`config.mk`:
```
export PLATFORM = sky130hd
export DESIGN_NAME = csq_unit
export DESIGN_NICKNAME = d
export VERILOG_FILES = /design/src/rtl/csq_pkg.sv /design/src/rtl/csq_datapath.sv /design/src/rtl/csq_control.sv /design/src/rtl/csq_unit.sv
export SDC_FILE = /design/constraint.sdc
export NUM_CORES = 1
export LEC_CHECK = 0
export BUFFER_PORTS_ARGS = -buffer_cell sky130_fd_sc_hd__buf_4
export CORE_MARGIN = 10
export CORE_UTILIZATION = 45
export DETAILED_ROUTE_END_ITERATION = 6
export MAX_ROUTING_LAYER = met4
export PLACE_DENSITY = 0.84
export SLEW_MARGIN = 20
export SYNTH_ARGS = -nofsm -noshare
export SYNTH_HDL_FRONTEND = slang
export SYNTH_SLANG_ARGS = --single-unit
```
`constraint.sdc`:
```
create_clock -name clk -period 1.87 [get_ports clk]
set_input_delay 0.374 -clock clk [delete_from_list [all_inputs] [get_ports clk]]
set_output_delay 0.374 -clock clk [all_outputs]
set_load 0.01 [all_outputs]
```
`src/rtl/csq_pkg.sv`:
```
package csq_pkg;

  localparam int OPT_W      = 16;
  localparam int MODE_POS   = 15;
  localparam int LANE_HI    = 14;
  localparam int LANE_LO    = 13;
  localparam int DIR_HI     = 12;
  localparam int DIR_LO     = 11;
  localparam int STROBE_POS = 10;

  // asynchronous, both lanes, read and write, address strobe
  localparam logic [OPT_W-1:0] BOOT_OPT = 16'h7800;

  typedef enum logic [2:0] {
    SYNC_IDLE,
    SYNC_PEND,
    SYNC_WAITRISE,
    SYNC_ASSERT,
    SYNC_DONE
  } syncState_t;

  typedef struct packed {
    logic loadLive;
  } ctlStrobe_t;

  typedef struct packed {
    logic syncMode;
    logic useDataStrobe;
    logic dirOk;
    logic laneOk;
  } cfgDecode_t;

endpackage

```
`src/rtl/csq_datapath.sv`:
```
module csq_datapath
  import csq_pkg::*;
#(
  parameter int CFG_W       = 16,
  parameter bit BOOT_SELECT = 1'b1
) (
  input  logic             clk,
  input  logic             rstN,
  input  logic             cfgWe,
  input  logic [CFG_W-1:0] cfgData,
  input  ctlStrobe_t       ctl,
  input  logic             busRead,
  input  logic             lowerLane,
  input  logic             upperLane,
  input  logic             port16,
  output cfgDecode_t       dec
);

  localparam logic [CFG_W-1:0] RESET_OPT = BOOT_SELECT ? CFG_W'(BOOT_OPT) : '0;

  logic [CFG_W-1:0] shadowCfg;
  logic [CFG_W-1:0] liveCfg;
  logic [1:0]       laneSel;
  logic [1:0]       dirSel;
  logic             laneHit;
  logic             dirHit;

  always_ff @(posedge clk) begin
    if (!rstN) begin
      shadowCfg <= RESET_OPT;
    end else if (cfgWe) begin
      shadowCfg <= cfgData;
    end
  end

  always_ff @(posedge clk) begin
    if (!rstN) begin
      liveCfg <= RESET_OPT;
    end else if (ctl.loadLive) begin
      liveCfg <= shadowCfg;
    end
  end

  assign laneSel = liveCfg[LANE_HI:LANE_LO];
  assign dirSel  = liveCfg[DIR_HI:DIR_LO];

  always_comb begin
    unique case (laneSel)
      2'b01:   laneHit = lowerLane;
      2'b10:   laneHit = upperLane;
      2'b11:   laneHit = lowerLane | upperLane;
      default: laneHit = 1'b0;
    endcase
  end

  always_comb begin
    unique case (dirSel)
      2'b01:   dirHit = busRead;
      2'b10:   dirHit = ~busRead;
      2'b11:   dirHit = 1'b1;
      default: dirHit = 1'b0;
    endcase
  end

  always_comb begin
    dec.syncMode      = liveCfg[MODE_POS];
    dec.useDataStrobe = liveCfg[STROBE_POS];
    dec.dirOk         = dirHit;
    dec.laneOk        = port16 ? laneHit : 1'b1;
  end

endmodule

```
`src/rtl/csq_control.sv`:
```
module csq_control
  import csq_pkg::*;
(
  input  logic       clk,
  input  logic       rstN,
  input  cfgDecode_t dec,
  input  logic       addrMatch,
  input  logic       addrStrobe,
  input  logic       dataStrobe,
  input  logic       eclk,
  input  logic       pendAck,
  output ctlStrobe_t ctl,
  output logic       csN,
  output logic       eclkPending
);

  syncState_t syncState;
  syncState_t syncNext;
  logic       eclkPrev;
  logic       eclkRise;
  logic       eclkFall;
  logic       qualified;
  logic       chosenStrobe;
  logic       asyncAssert;

  always_ff @(posedge clk) begin
    if (!rstN) begin
      eclkPrev <= 1'b0;
    end else begin
      eclkPrev <= eclk;
    end
  end

  assign eclkRise     = eclk & ~eclkPrev;
  assign eclkFall     = ~eclk & eclkPrev;
  assign qualified    = addrMatch & dec.dirOk & dec.laneOk;
  assign chosenStrobe = dec.useDataStrobe ? dataStrobe : addrStrobe;
  assign asyncAssert  = ~dec.syncMode & qualified & chosenStrobe;

  always_comb begin
    syncNext = syncState;
    unique case (syncState)
      SYNC_IDLE:     if (dec.syncMode && qualified && addrStrobe) syncNext = SYNC_PEND;
      SYNC_PEND:     if (pendAck) syncNext = SYNC_WAITRISE;
      SYNC_WAITRISE: if (eclkRise) syncNext = SYNC_ASSERT;
      SYNC_ASSERT:   if (eclkFall) syncNext = SYNC_DONE;
      SYNC_DONE:     if (!addrStrobe) syncNext = SYNC_IDLE;
      default:       syncNext = SYNC_IDLE;
    endcase
  end

  always_ff @(posedge clk) begin
    if (!rstN) begin
      syncState <= SYNC_IDLE;
    end else begin
      syncState <= syncNext;
    end
  end

  assign csN          = ~(asyncAssert | (syncState == SYNC_ASSERT));
  assign eclkPending  = (syncState == SYNC_PEND);
  assign ctl.loadLive = ~addrStrobe & (syncState == SYNC_IDLE);


  match_gate_chk: assert property (@(posedge clk) disable iff (!rstN)
    (!csN && !dec.syncMode) |-> addrMatch);


  pend_hold_chk: assert property (@(posedge clk) disable iff (!rstN)
    (eclkPending && !pendAck) |=> eclkPending);


  pend_quiet_chk: assert property (@(posedge clk) disable iff (!rstN)
    eclkPending |-> csN);


  sync_rise_chk: assert property (@(posedge clk) disable iff (!rstN)
    ($fell(csN) && dec.syncMode) |-> ($past(eclk) && !$past(eclk, 2)));

endmodule

```
`src/rtl/csq_unit.sv`:
```
module csq_unit
  import csq_pkg::*;
#(
  parameter int CFG_W       = 16,
  parameter bit BOOT_SELECT = 1'b1
) (
  input  logic             clk,
  input  logic             rstN,
  input  logic             cfgWe,
  input  logic [CFG_W-1:0] cfgData,
  input  logic             addrMatch,
  input  logic             busRead,
  input  logic             lowerLane,
  input  logic             upperLane,
  input  logic             port16,
  input  logic             addrStrobe,
  input  logic             dataStrobe,
  input  logic             eclk,
  input  logic             pendAck,
  output logic             csN,
  output logic             eclkPending
);

  ctlStrobe_t ctl;
  cfgDecode_t dec;

  csq_datapath #(
    .CFG_W       (CFG_W),
    .BOOT_SELECT (BOOT_SELECT)
  ) u_datapath (
    .clk       (clk),
    .rstN      (rstN),
    .cfgWe     (cfgWe),
    .cfgData   (cfgData),
    .ctl       (ctl),
    .busRead   (busRead),
    .lowerLane (lowerLane),
    .upperLane (upperLane),
    .port16    (port16),
    .dec       (dec)
  );

  csq_control u_control (
    .clk         (clk),
    .rstN        (rstN),
    .dec         (dec),
    .addrMatch   (addrMatch),
    .addrStrobe  (addrStrobe),
    .dataStrobe  (dataStrobe),
    .eclk        (eclk),
    .pendAck     (pendAck),
    .ctl         (ctl),
    .csN         (csN),
    .eclkPending (eclkPending)
  );


  cfg_hold_chk: assert property (@(posedge clk) disable iff (!rstN)
    (addrStrobe && $past(addrStrobe) && $stable(busRead) && $stable(lowerLane)
     && $stable(upperLane) && $stable(port16)) |-> $stable(dec));

endmodule

```
==> metrics.yaml, run 1 <==
power:
  leakage_nw: 0.398
  power-per-cell-area_nw_per_um2: 766
  peakVddDrop_mv: 0.398
  power.total_w: 0.000684
job:
  max_cap_viol_count: 0
worst_setup_path:
  worstReg2RegEnd: "u_control.syncState[2]$_SDFFE_PN0P_"
  critPathLaunchType: "flip-flop"
  cp.depth: 4
  crit_family: "flip-flops"
  startpoint: "u_control.syncState[1]$_SDFFE_PN0P_"
  cpPeakStageDelay_ns: 0.57
  crit_required_ns: 1.50
  rr_worst_depth: 3
  crit_buf_inv: 1
  cp-endpoint: "csN"
  r2r_start: "u_control.syncState[1]$_SDFFE_PN0P_"
  crit_path_cell_trace: "nand2_1 -> nor2_1 -> a21oi_1 -> buf_4"
  crit_fanout: 11
  arrival_ns: 1.32
  crit_path_end_kind: "output pin"
  slowest_stage: "dfxtp_1"
  rrSetupSlack_ns: 0.44
  crit_type: "reg -> out"
global_route:
  grt_pass1_vias: 589
  grt_antenna_before_repair: 0
  grtUsageTotal: 0.0901
  grt_pass1_wl_um: 2560
  grt_max_degree: 18
  grt_overflow_total: 0
floorplan:
  floorplan.initialDensity: 0.484
  fp.dieArea_um2: 3660
  ios: 30
  rows: 14
  dieWidth_um: 60.5
  core_um2: 1520
  die_h_um: 60.5
final_layout:
  syn_to_final_growth_pct: 21.2
  nNetsFinal: 128
  layout_commonest_cell: "nand2_1"
  layout-drive-gt1-share: 0.263
  nFillCells: 140
  layout_common_cells: "nand2_1 (20), buf_4 (19), dfxtp_1 (16)"
  n_antenna_cell: 0
  utilization: 0.586
logic_synthesis:
  synthesis.instances: 82
  synth-compound-area-share: 0.110
  syn_area_um2: 737
  netlist.area_leader.share: 0.435
  avgSynthCellArea_um2: 8.99
  ys_warn_count: 0
  synth_top_family_by_area: "simple AND/OR/NAND/NOR gates"
  synth-simple-area-share: 0.284
  synthMuxAreaShare: 0.109
  yosysUniqueCellTypes: 26
  synth_xor_area_frac: 0
  synth_seq_cells: 16
  synth.largest_area_cell: "dfxtp_1"
  synthAdderAreaFrac: 0
  ys_seq_area_frac: 0.435
  synth_nets: 110
  yosys-top-cells-area: "dfxtp_1 (43%), mux2i_1 (11%), nand2_1 (10%)"
sta:
  setup_ws_ns: 0.178
  finClkSkew_ns: 0.00607
  fin_hold_ws_ns: 0.299
  rsz0062_at_grt: "no"
  finalCriticalPeriod_ns: 1.69
  clock.fmax_mhz: 591
  setup_viol: 0
  slew_headroom: 0.744
  timing_hold_violations_final: 0
  finalSetupTns_ns: 0
  post-route-period-util: 0.905
  tightest_slew_ns: 0.384
  drv_slew: 0
cts:
  cts_resized: 0
  cts_setup_buffers: 0
  clk-insertion-delay-late_ns: 0.29
  clockRootBuffer: "clkbuf_4"
  clockBufferDepth: 2
  cts.sinks: 16
  cts_tree: "yes"
  clk_pin_slew_ns: 0.10
  h-tree-depth: 1
  cts_buffers: 3
  cts_hold_buf: 0
place:
  preCtsSetupSlack_ns: 0.313
  port_buffers: 19
  dp_hpwl_um: 1120
  gp_congestion: 0.731
run_status:
  status: "finished clean"
detailed_routing:
  drt_first_pass_iters: 4
  drc: 0
  detail-route-antenna-nets: 0
  vias: 592
  vias_per_cell: 5.15
  drt_iter0_drc: 7
  drt-total-wl_um: 1480
  wl_per_cell_um: 12.9
worst_hold_path:
  hp-class: "in -> reg"
registers in the layout, summed over array words and instances, names as in the netlist:
signal	flops
u_control.eclkPrev	1
u_control.syncState	3
u_datapath.liveCfg	6
u_datapath.shadowCfg	6
final cells by class:
class,instances,area (µm²),share of cell area
Multi-Input combinational cell,59,370,0.415
Sequential cell,16,320,0.359
Tap cell,16,20.0,0.0224
Clock buffer,4,36.3,0.0406
Timing Repair Buffer,19,143,0.160
Inverter,1,3.75,0.00420
power breakdown:
part	switching, W	total [W]	internal, W
Sequential	0.00000961	0.000367	0.000357
Combinational	0.0000355	0.0000850	0.0000495
Clock	0.000114	0.000232	0.000118
Total	0.000159	0.000684	0.000525
logic make-up (layout without fill, tap and decap cells):
logic type | after synthesis | count (layout)
compound gates | 11 | 11
simple gates | 40 | 40
mux | 8 | 8
buf+inv | 7 | 24
flops | 16 | 16
layer usage:
layer | vias up | routed length, µm | global-route usage
met1 | 257 | 747 | 0.109
met5 | - | 0 | -
met3 | 4 | 58 | 0.0188
li1 | 317 | - | -
met4 | 0 | 38 | 0.0627
met2 | 14 | 633 | 0.129
synthesized netlist by cell type:
cell      instances
a211oi_1          1
nor4_4            1
nor2b_1           4
nand3_1           5
a31oi_1           1
nand2_1          20
and2_1            1
o21ai_0           1
inv_1             1
a311o_2           1
nor3_1            1
or4_1             1
a21boi_1          2
mux2i_1           8
clkbuf_1          2
nand3b_1          1
dfxtp_1          16
nand2b_1          1
buf_4             1
a22oi_1           2
a21oi_1           2
nor2_1            2
buf_2             1
nor3b_1           3
o221a_2           1
buf_6             2
worst min path at each step:
| stage | endpoint | start | depth (start not counted) | slack (ns) |
|---|---|---|---|---|
| floorplan | u_datapath.liveCfg[10]$_SDFFE_PN0P_ | u_datapath.shadowCfg[10]$_SDFFE_PN0P_ | 2 | 0.43 |
| global placement | u_datapath.liveCfg[15]$_SDFFE_PN0P_ | u_datapath.shadowCfg[15]$_SDFFE_PN0P_ | 2 | 0.44 |
| detailed placement | u_datapath.liveCfg[15]$_SDFFE_PN0P_ | u_datapath.shadowCfg[15]$_SDFFE_PN0P_ | 2 | 0.45 |
| CTS | u_control.eclkPrev$_SDFF_PN0_ | eclk | 2 | 0.30 |
| global route | u_datapath.shadowCfg[13]$_SDFFE_PN1P_ | cfgData[13] | 3 | 0.30 |
| finish | u_control.eclkPrev$_SDFF_PN0_ | eclk | 2 | 0.30 |
metrics by stage:
stage | cells | area (µm²)
after global placement | 111 | 857
after floorplan | 82 | 737
after detailed placement | 111 | 857
after global routing | 115 | 893
after CTS | 115 | 893
final | 115 | 893
(Power assumes the default switching activity.)
==> run 2: changes to the inputs <==
--- a/config.mk
+++ b/config.mk
@@ -15,3 +15,4 @@
 export SYNTH_ARGS = -nofsm -noshare
 export SYNTH_HDL_FRONTEND = slang
 export SYNTH_SLANG_ARGS = --single-unit
+export TNS_END_PERCENT = 20
==> constraint.sdc (replaced) <==
create_clock -name clk -period 1.87 [get_ports clk]
set_input_delay 0.0935 -clock clk [delete_from_list [all_inputs] [get_ports clk]]
set_output_delay 0.0935 -clock clk [all_outputs]
set_load 0.01 [all_outputs]
==> run 2 against run 1 <==
  * Clock skew is essentially flat
  * Critical path type is now reg -> reg
  * Critical path depth shrank 1
  * Final cell count is the same
  * Die area is the same
  * Critical endpoint is now u_control.syncState[2]$_SDFFE_PN0P_
  * Power shrank 0.93%
  * Highest routed layer unchanged
  * Core utilization is the same
==> metrics.yaml, run 2 (synthesized netlist as in run 1, its figures left out) <==
sta:
  setup_viol: 0
  drv_slew: 0
  tightest_slew_ns: 0.388
  finalCriticalPeriod_ns: 1.43
  finClkSkew_ns: 0.00610
  clock.fmax_mhz: 698
  rsz0062_at_grt: "no"
  timing_hold_violations_final: 0
  post-route-period-util: 0.766
  finalSetupTns_ns: 0
  slew_headroom: 0.741
  fin_hold_ws_ns: 0.0260
detailed_routing:
  vias: 591
  vias_per_cell: 5.14
  drt-total-wl_um: 1460
  drt_first_pass_iters: 4
  drc: 0
  detail-route-antenna-nets: 0
  drt_iter0_drc: 8
  wl_per_cell_um: 12.7
worst_setup_path:
  crit_required_ns: 2.05
  crit_fanout: 11
  rr_worst_depth: 3
  crit_path_end_kind: "flip-flop"
  arrival_ns: 1.62
  r2r_start: "u_control.syncState[1]$_SDFFE_PN0P_"
  worstReg2RegEnd: "u_control.syncState[2]$_SDFFE_PN0P_"
  crit_type: "reg -> reg"
  critPathLaunchType: "flip-flop"
  rrSetupSlack_ns: 0.44
place:
  port_buffers: 19
  postPlaceCellArea_um2: 857
  gp_congestion: 0.730
  dp_hpwl_um: 1110
  placed_cells: 111
global_route:
  grt_antenna_before_repair: 0
  grt_max_degree: 18
  grtUsageTotal: 0.0892
  grt_pass1_vias: 563
  grt_overflow_total: 0
  grt_pass1_wl_um: 2530
cts:
  cts.sinks: 16
  h-tree-depth: 1
  cts_hold_buf: 0
  cts_tree: "yes"
  clk_pin_slew_ns: 0.10
  clockRootBuffer: "clkbuf_4"
  clk-insertion-delay-late_ns: 0.28
  clockBufferDepth: 2
  cts_setup_buffers: 0
  cts_resized: 0
  cts_buffers: 3
run_status:
  status: "finished clean"
floorplan:
  core_um2: 1520
  dieWidth_um: 60.5
  die_h_um: 60.5
  fp.dieArea_um2: 3660
  floorplan.initialDensity: 0.484
  ios: 30
  rows: 14
power:
  power_frac_seq: 0.541
  internal_power_w: 0.000525
  p_sw_frac: 0.226
  power.total_w: 0.000678
  power.net_switching_w: 0.000153
  leakage_nw: 0.398
  combinationalPowerShare: 0.124
  power_frac_clock: 0.334
  power-per-cell-area_nw_per_um2: 758
  peakVddDrop_mv: 0.346
final_layout:
  nNetsFinal: 128
  n_antenna_cell: 0
  reg_top3: "u_datapath.liveCfg x6, u_datapath.shadowCfg x6, u_control.syncState x3"
  syn_to_final_growth_pct: 21.2
  layout-drive-gt1-share: 0.263
  layout_commonest_cell: "nand2_1"
  layout_common_cells: "nand2_1 (20), buf_4 (19), dfxtp_1 (16)"
  final_cells: 115
  fin_area_um2: 893
worst_hold_path:
  hold_depth: 2
  hp-class: "in -> reg"
  min_to: "u_control.eclkPrev$_SDFF_PN0_"
  hold_path_startpoint: "eclk"
job:
  max_cap_viol_count: 0
[run 2: cell counts in the layout (fill, tap and decap cells not counted)]
No cell type changed its count.
[run 2: metal layers]
metal | up-vias | GRT usage | wire length (µm)
met4 | 0 | 0.0564 | 27
met2 | 16 | 0.122 | 674
li1 | 319 | - | -
met5 | - | - | 0
met3 | 2 | 0.0209 | 78
met1 | 254 | 0.114 | 678
[run 2: per-stage QoR]
step           setup slack [ns]   util
4_1_cts                   0.447  0.586
3_5_place_dp              0.466  0.562
2_1_floorplan             0.556      -
5_1_grt                   0.320  0.586
3_3_place_gp              0.478  0.562
6_report                  0.437  0.586
[run 2: critical path, cell delays in order, from the launching register on]
cell,delay (ns)
dfxtp_1,0.57
nor2b_1,0.13
a311o_2,0.38
o221a_2,0.26
[run 2: power groups by stage]
| stage | registers, W | clock network (W) | logic [W] |
|---|---|---|---|
| after CTS | 0.000367 | 0.000231 | 0.0000855 |
| after detailed placement | 0.000374 | 0 | 0.0000852 |
| after floorplan | 0.000371 | 0 | 0.0000493 |
| final | 0.000367 | 0.000227 | 0.0000842 |
| after global placement | 0.000373 | 0 | 0.0000833 |
| after global routing | 0.000369 | 0.000251 | 0.0000965 |
[run 2: area by class of cell]
class	count	area (µm²)
Multi-Input combinational cell	59	370
Sequential cell	16	320
Fill cell	140	631
Inverter	1	3.75
Clock buffer	4	36.3
Tap cell	16	20.0
Timing Repair Buffer	19	143
[run 2: worst max-delay path by stage]
stage | from | to | slack (ns)
2_1_floorplan | u_control.syncState[2]$_SDFFE_PN0P_ | u_datapath.liveCfg[11]$_SDFFE_PN1P_ | 0.56
3_3_place_gp | u_control.syncState[1]$_SDFFE_PN0P_ | u_control.syncState[2]$_SDFFE_PN0P_ | 0.48
3_5_place_dp | u_control.syncState[1]$_SDFFE_PN0P_ | u_control.syncState[2]$_SDFFE_PN0P_ | 0.47
4_1_cts | u_control.syncState[1]$_SDFFE_PN0P_ | u_control.syncState[2]$_SDFFE_PN0P_ | 0.45
5_1_grt | u_control.syncState[1]$_SDFFE_PN0P_ | u_control.syncState[2]$_SDFFE_PN0P_ | 0.32
6_report | u_control.syncState[1]$_SDFFE_PN0P_ | u_control.syncState[2]$_SDFFE_PN0P_ | 0.44
==> run 3: changes to the inputs <==
==> constraint.sdc (replaced) <==
create_clock -name clk -period 1.35 [get_ports clk]
set_input_delay 0.0675 -clock clk [delete_from_list [all_inputs] [get_ports clk]]
set_output_delay 0.0675 -clock clk [all_outputs]
set_load 0.01 [all_outputs]
==> run 3 against run 2 <==
  * Via count is 12% higher
  * Sequential share of layout area is 2.7 points lower
  * Global-route usage is 0.99 points higher
  * Flip-flop and latch count stayed put
  * Clock power is 6% higher
  * Combinational power is 65% higher
  * Critical path depth stayed put
  * Clock skew is 0.0016 ns lower
  * Critical path type unchanged
  * Worst hold slack worse by 0.0039 ns
==> metrics.yaml, run 3 (synthesized netlist as in run 1, its figures left out) <==
detailed_routing:
  vias: 660
  drt-total-wl_um: 1630
  wl_per_cell_um: 13.3
  drt_first_pass_iters: 4
  drc: 0
  vias_per_cell: 5.37
  drt_iter0_drc: 10
  detail-route-antenna-nets: 0
final_layout:
  layout_commonest_cell: "buf_4"
  reg_top3: "u_datapath.liveCfg x6, u_datapath.shadowCfg x6, u_control.syncState x3"
  n_antenna_cell: 0
  layout-drive-gt1-share: 0.308
  layout_common_cells: "buf_4 (24), nand2_1 (20), dfxtp_1 (15)"
  nNetsFinal: 137
  syn_to_final_growth_pct: 31.4
  utilization: 0.635
sta:
  tightest_slew_ns: 0.350
  finalSetupTns_ns: 0
  drv_slew: 0
  finClkSkew_ns: 0.00449
  setup_ws_ns: 0.0873
  setup_viol: 0
  post-route-period-util: 0.935
  slew_headroom: 0.765
  timing_hold_violations_final: 0
  clock.fmax_mhz: 792
  finalCriticalPeriod_ns: 1.26
power:
  leakage_nw: 0.436
  peakVddDrop_mv: 0.528
  power-per-cell-area_nw_per_um2: 916
global_route:
  use_met2: 0.149
  grt_overflow_total: 0
  met1_usage: 0.108
  grt_pass1_vias: 615
  grt_pass1_wl_um: 2700
  grt_max_degree: 18
  grtUsageTotal: 0.0991
  grt_antenna_before_repair: 0
  met3_usage: 0.0251
  grt_busiest_layer: "met2"
floorplan:
  dieWidth_um: 60.5
  floorplan.initialDensity: 0.484
  fp.dieArea_um2: 3660
  die_h_um: 60.5
  ios: 30
  core_um2: 1520
  rows: 14
worst_setup_path:
  crit_required_ns: 1.52
  crit_path_end_kind: "flip-flop"
  crit_type: "reg -> reg"
  critPathLaunchType: "flip-flop"
  crit_fanout: 6
  arrival_ns: 1.43
place:
  port_buffers: 19
  gp_congestion: 0.761
  preCtsSetupSlack_ns: 0.102
  dp_hpwl_um: 1220
cts:
  clockRootBuffer: "clkbuf_4"
  cts.sinks: 16
  h-tree-depth: 1
  cts_tree: "yes"
  clockBufferDepth: 2
  cts_buffers: 3
  clk_pin_slew_ns: 0.08
  clk-insertion-delay-late_ns: 0.29
worst_hold_path:
  hp-class: "in -> reg"
run_status:
  status: "finished clean"
job:
  max_cap_viol_count: 0
run 3: through the flow:
step | hold slack, ns | std cells | power, W | cell area, µm²
after floorplan | 0.189 | 82 | 0.000582 | 737
after global routing | 0.0171 | 123 | 0.000939 | 968
after global placement | 0.281 | 115 | 0.000634 | 887
final | 0.0220 | 123 | 0.000887 | 968
after detailed placement | 0.286 | 115 | 0.000639 | 887
after CTS | 0.00186 | 121 | 0.000886 | 945
run 3: path summary, 6_finish.rpt:
check	slack, ns	from	endpoint	cells past startpoint
setup / recovery	0.09	u_control.syncState[2]$_SDFFE_PN0P_	u_datapath.liveCfg[12]$_SDFFE_PN1P_	3
hold / removal	0.02	cfgData[13]	u_datapath.shadowCfg[13]$_SDFFE_PN1P_	3
setup reg to reg	0.09	u_control.syncState[2]$_SDFFE_PN0P_	u_datapath.liveCfg[12]$_SDFFE_PN1P_	3
hold reg to reg	0.47	u_datapath.shadowCfg[10]$_SDFFE_PN0P_	u_datapath.liveCfg[10]$_SDFFE_PN0P_	2
run 3: layout make-up:
| cell class | count | area (µm²) |
|---|---|---|
| fill | 137 | 556 |
| multi-input combinational | 59 | 380 |
| sequential | 16 | 322 |
| timing repair buffer | 28 | 220 |
| clock buffer | 3 | 22.5 |
| tap | 16 | 20.0 |
| inverter | 1 | 3.75 |
run 3: critical path: stages (launching register included):
cell,delay [ns]
dfxtp_1,0.32
or4_1,0.64
nand2_1,0.12
nand3_1,0.07
run 3: layer usage:
layer / share of wire / wire length (µm)
met1: 0.45 / 734
met4: 0.031 / 50
met3: 0.056 / 91
met5: 0 / 0
met2: 0.46 / 756
run 3: repair_timing:
item | in CTS | in global routing
buffers inserted | 0 | 1
resized for setup | 1 | 2
endpoints found under the hold margin | 3 | 1
hold buffers | 3 | 1
pin swaps | 0 | 1
setup endpoints to repair | 1 | 1
run 3: power breakdown:
group / internal, W / total (W) / switching [W]
clock network: 0.000104 / 0.000241 / 0.000137
logic: 0.0000821 / 0.000139 / 0.0000567
registers: 0.000494 / 0.000507 / 0.0000131
total: 0.000680 / 0.000887 / 0.000207
